File: src/rtl/gcd_pkg.sv
package gcd_pkg;
  localparam int WORD_W  = 16;
  localparam int ADDR_W  = 3;
  localparam int DATA_W  = WORD_W - ADDR_W;
  localparam int N_GAUGE = 2;
  localparam int N_TGT   = 1 << ADDR_W;
  localparam int N_HOLD  = 5;
  localparam int STAT_W  = 8;

  typedef enum logic [ADDR_W-1:0] {
    T_CTRL = 3'd0, T_VEL = 3'd1, T_POS0 = 3'd2, T_POS1 = 3'd3,
    T_RTZ  = 3'd4, T_RTZC = 3'd5, T_FREE = 3'd6, T_TEST = 3'd7
  } tgt_e;

  // control-word bit positions
  localparam int B_EN0  = 0;
  localparam int B_EN1  = 1;
  localparam int B_SLOW = 2;
  localparam int B_CAL  = 3;
  localparam int B_CTR  = 4;
  localparam int B_RSVL = 5;
  localparam int B_RSVH = 11;
  localparam int B_NULL = 12;
endpackage

File: src/rtl/gcd_addr_decode.sv
module gcd_addr_decode
  import gcd_pkg::*;
(
  input  logic              vld,
  input  logic [ADDR_W-1:0] code,
  output logic [N_TGT-1:0]  sel
);
  always_comb begin
    sel = '0;
    for (int i = 0; i < N_TGT; i++) begin
      if (vld && (code == ADDR_W'(i))) sel[i] = 1'b1;
    end
  end
endmodule

File: src/rtl/gcd_ctrl_reg.sv
module gcd_ctrl_reg
  import gcd_pkg::*;
(
  input  logic               clk,
  input  logic               rst_n,
  input  logic               wr,
  input  logic [DATA_W-1:0]  data,
  input  logic [N_GAUGE-1:0] moving,
  output logic [N_GAUGE-1:0] drv_en,
  output logic               standby,
  output logic               cal_req,
  output logic               cal_slow,
  output logic               cal_centred,
  output logic               refused
);
  logic [N_GAUGE-1:0] en_q, en_d;
  logic cal_q, cal_d, slow_q, slow_d, ctr_q, ctr_d, ref_q, ref_d;
  logic accept, cal_ask, cal_ok;

  always_comb begin
    accept  = wr && !data[B_NULL] && (data[B_RSVH:B_RSVL] == '0);
    cal_ask = data[B_CAL];
    cal_ok  = (en_q == '0) || (moving == '0);
    en_d    = en_q;
    ref_d   = ref_q;
    slow_d  = slow_q;
    ctr_d   = ctr_q;
    cal_d   = 1'b0;
    if (accept) begin
      en_d  = data[N_GAUGE-1:0];
      ref_d = cal_ask && !cal_ok;
      if (cal_ask && cal_ok) begin
        cal_d  = 1'b1;
        slow_d = data[B_SLOW];
        ctr_d  = data[B_CTR];
      end
    end
  end

  always_ff @(posedge clk or negedge rst_n) begin
    if (!rst_n) begin
      en_q   <= '0;
      cal_q  <= 1'b0;
      slow_q <= 1'b0;
      ctr_q  <= 1'b0;
      ref_q  <= 1'b0;
    end else begin
      en_q   <= en_d;
      cal_q  <= cal_d;
      slow_q <= slow_d;
      ctr_q  <= ctr_d;
      ref_q  <= ref_d;
    end
  end

  assign drv_en      = en_q;
  assign standby     = (en_q == '0);
  assign cal_req     = cal_q;
  assign cal_slow    = slow_q;
  assign cal_centred = ctr_q;
  assign refused     = ref_q;
endmodule

File: src/rtl/gcd_hold_regs.sv
module gcd_hold_regs
  import gcd_pkg::*;
(
  input  logic                         clk,
  input  logic                         rst_n,
  input  logic [N_HOLD-1:0]            load,
  input  logic [DATA_W-1:0]            data,
  output logic [N_HOLD-1:0][DATA_W-1:0] q
);
  for (genvar i = 0; i < N_HOLD; i++) begin : g_hold
    logic [DATA_W-1:0] r_q, r_d;
    always_comb r_d = load[i] ? data : r_q;
    always_ff @(posedge clk or negedge rst_n) begin
      if (!rst_n) r_q <= '0;
      else        r_q <= r_d;
    end
    assign q[i] = r_q;
  end
endmodule

File: src/rtl/gcd_status.sv
module gcd_status
  import gcd_pkg::*;
(
  input  logic               clk,
  input  logic               rst_n,
  input  logic               vld,
  input  logic [N_GAUGE-1:0] drv_en,
  input  logic               standby,
  input  logic               refused,
  input  logic [N_GAUGE-1:0] moving,
  input  logic [N_GAUGE-1:0] overtemp,
  output logic [STAT_W-1:0]  stat
);
  logic [STAT_W-1:0] s_q, s_d;
  always_comb s_d = vld ? {overtemp, moving, refused, standby, drv_en} : s_q;
  always_ff @(posedge clk or negedge rst_n) begin
    if (!rst_n) s_q <= '0;
    else        s_q <= s_d;
  end
  assign stat = s_q;
endmodule

File: src/rtl/gauge_cmd_decoder.sv
module gauge_cmd_decoder
  import gcd_pkg::*;
(
  input  logic                 clk,
  input  logic                 rst_n,
  input  logic                 word_vld,
  input  logic [WORD_W-1:0]    word_in,
  input  logic [N_GAUGE-1:0]   moving,
  input  logic [N_GAUGE-1:0]   overtemp,
  output logic [N_GAUGE-1:0]   drv_en,
  output logic                 standby,
  output logic                 cal_req,
  output logic                 cal_slow,
  output logic                 cal_centred,
  output logic [DATA_W-1:0]    vel_raw,
  output logic [DATA_W-1:0]    pos0_raw,
  output logic [DATA_W-1:0]    pos1_raw,
  output logic [DATA_W-1:0]    rtz_raw,
  output logic [DATA_W-1:0]    rtzc_raw,
  output logic [STAT_W-1:0]    stat_byte
);
  logic [N_TGT-1:0]              sel;
  logic [DATA_W-1:0]             data;
  logic                          refused;
  logic [N_HOLD-1:0][DATA_W-1:0] hold;

  assign data = word_in[DATA_W-1:0];

  gcd_addr_decode u_dec (
    .vld (word_vld), .code(word_in[WORD_W-1:DATA_W]), .sel(sel)
  );

  gcd_ctrl_reg u_ctrl (
    .clk(clk), .rst_n(rst_n), .wr(sel[T_CTRL]), .data(data), .moving(moving),
    .drv_en(drv_en), .standby(standby), .cal_req(cal_req),
    .cal_slow(cal_slow), .cal_centred(cal_centred), .refused(refused)
  );

  gcd_hold_regs u_hold (
    .clk(clk), .rst_n(rst_n), .load(sel[T_RTZC:T_VEL]), .data(data), .q(hold)
  );

  gcd_status u_stat (
    .clk(clk), .rst_n(rst_n), .vld(word_vld), .drv_en(drv_en),
    .standby(standby), .refused(refused), .moving(moving),
    .overtemp(overtemp), .stat(stat_byte)
  );

  assign vel_raw  = hold[0];
  assign pos0_raw = hold[1];
  assign pos1_raw = hold[2];
  assign rtz_raw  = hold[3];
  assign rtzc_raw = hold[4];
endmodule

File: config.mk
export PLATFORM = sky130hd
export DESIGN_NAME = gauge_cmd_decoder
export DESIGN_NICKNAME = d
export VERILOG_FILES = /design/src/rtl/gcd_pkg.sv /design/src/rtl/gcd_addr_decode.sv /design/src/rtl/gcd_ctrl_reg.sv /design/src/rtl/gcd_hold_regs.sv /design/src/rtl/gcd_status.sv /design/src/rtl/gauge_cmd_decoder.sv
export SDC_FILE = /design/constraint.sdc
export NUM_CORES = 1
export LEC_CHECK = 0
export BUFFER_PORTS_ARGS = -buffer_cell sky130_fd_sc_hd__buf_2
export CAP_MARGIN = 0
export CORE_MARGIN = 2
export CORE_UTILIZATION = 40
export CTS_BUF_LIST = sky130_fd_sc_hd__clkbuf_4
export CTS_CLUSTER_DIAMETER = 100
export DETAILED_ROUTE_END_ITERATION = 10
export PLACE_DENSITY = 0.73
export SLEW_MARGIN = 30
export SYNTH_ARGS = -nofsm -noshare
export SYNTH_HDL_FRONTEND = slang
export SYNTH_HIERARCHICAL = 1
export SYNTH_SLANG_ARGS = --single-unit
File: constraint.sdc
create_clock -name clk -period 1.7 [get_ports clk]
set_clock_uncertainty 0.15 [all_clocks]
set_input_delay 0.34 -clock clk [delete_from_list [all_inputs] [get_ports clk]]
set_output_delay 0.34 -clock clk [all_outputs]
set_load 0.05 [all_outputs]
==> flow_summary.ini <==
[sta]
final.min_clock_period_ns = 1.73
worst_slew_pin_slew_ns = 0.318
finalCritPeriodShare = 1.02
relSlewSlack = 0.787
rsz0062_at_grt = yes
hold_violations = 0
slew_viol_final = 0
setup_viol = 1
max_freq_mhz = 578
timing.final.ws_setup_ns = -0.0292

[worst_setup_path]
regToRegSetupSlack_ns = 0.08
reg2regPathDepth = 4
critPathMaxFanout = 4
arrival_ns = 1.24
critPathLaunchType = flip-flop
end_kind = output port
timing_worst_setup_path_type = reg2out
r2r_end = u_ctrl/cal_slow
required_ns = 1.21
timing.rr.start = u_ctrl/drv_en[1]

[floorplan]
die_w_microns = 94.9
die_h_microns = 94.9
core_area_sq_mm = 0.00813
ios = 102
rows = 33
dieArea_sq_mm = 0.00901
start_util = 0.407

[global_route]
grt_overflow = 0
grt_max_degree = 40
grt_first_pass_wirelength_microns = 12200
grt_pass1_vias = 2198
antenna_found_initial = 0
grt_usage = 0.186

[clocking]
clk_pin_slew_ns = 0.13
cts_tree = yes
numCtsBuffers = 9
root_buffer = clkbuf_4
insertion_delay_ns = 0.40
h-tree-depth = 3
cts.sinks = 79
cts_max_path_buffers = 2

[finish]
final_common_cell = buf_2
area_delta_synth_final_pct = 34.6
diodes = 0
final_cell_mix = 97 x buf_2, 79 x dfrtp_1, 62 x mux2_4
final_nets = 352
final_core_util = 0.547
drive_above_1_share = 0.728
final_cells = 439

[flow_run]
cap_viol_max_count = 0

[route]
routed_via_density = 4.65
ant_nets = 0
drt_iter0_drc = 58
routedWlPerCell_microns = 17.4
drt-pass1-iter-count = 4
drc = 0
dr_total_vias = 2041
routed_wl_microns = 7660

[power_and_ir_drop]
ir_drop_v = 0.000703
power_density_mw_per_mm2 = 1290
power.leakage_nw = 2.24
finalPower_mw = 5.74

[yosys]
syn_area_sq_mm = 0.00331
yosys_warnings = 6
syn_nets = 202
syn_inst = 179
avgSynthCellArea_sq_um = 18.5

[place]
post-place-ws_ns = -0.310
io_buffer_count = 101
gp_congestion = 0.735
dp_cells = 414
dp_hpwl_microns = 5610

[min_path]
hp-start = word_in[6]
hold_end = u_hold/g_hold[2].r_q[6]
hold_class = in2reg
whs_path_depth = 2

[outcome]
outcome = finished, violations left
failed_checks = setup timing
## stage by stage
step           instance area [sq um]  TNS [ns]  hold slack, ns
6_report                        4450   -0.0292          0.0901
2_1_floorplan                   3320    -0.429          -0.106
5_1_grt                         4450    -0.156          0.0607
3_5_place_dp                    4230     -3.63          0.0985
4_1_cts                         4410   -0.0407         0.00579
3_3_place_gp                    4230     -2.53          0.0937
## critical path: stages (launching register included)
cell,delay [ns]
dfrtp_1,0.42
buf_6,0.14
nor2_4,0.13
buf_8,0.16
## registers in the layout (all words and copies together) (netlist names)
register            count
u_ctrl/refused          1
u_stat/stat             8
u_hold/g_hold.r_q      65
u_ctrl/drv_en           2
u_ctrl/cal_req          1
u_ctrl/cal_slow         1
u_ctrl/cal_centred      1
## routing by layer
layer	global-route usage	wire, microns
met1	0.247	3430
met2	0.301	3910
met3	0.0391	277
met4	0.0652	39
met5	0	0
## worst max-delay path by stage
stage,start,to,slack (ns),cells past startpoint
finish,u_ctrl/drv_en[0],standby,-0.03,3
global route,u_ctrl/drv_en[0],standby,-0.13,3
CTS,u_ctrl/drv_en[1],standby,-0.04,3
detailed placement,word_in[7],u_ctrl/cal_centred,-0.31,5
global placement,word_in[7],u_ctrl/cal_slow,-0.26,5
floorplan,word_in[7],u_ctrl/drv_en[0],-0.11,3
## report_power, final
| group | leakage, nW | internal, mW | switching, mW |
|---|---|---|---|
| registers | 0.951 | 2.23 | 0.200 |
| clock network | 0.0598 | 0.310 | 0.632 |
| logic | 1.23 | 0.740 | 1.63 |
## repair_timing
item	4_1_cts	5_1_grt
hold buffers	3	2
gates resized for setup	5	4
setup endpoints to repair	2	5
hold endpoints to repair	81	2
pin swaps	0	2
setup buffers	2	2
## area by class of cell
type	instances	area (sq um)
clock buffers	10	75.1
fillers	697	3680
inverters	1	3.75
clock inverters	6	37.5
multi-input cells	93	1280
repair buffers	145	948
well taps	105	131
flip-flops and latches	79	1980
Note: power is estimated with default switching activity, not from simulation.
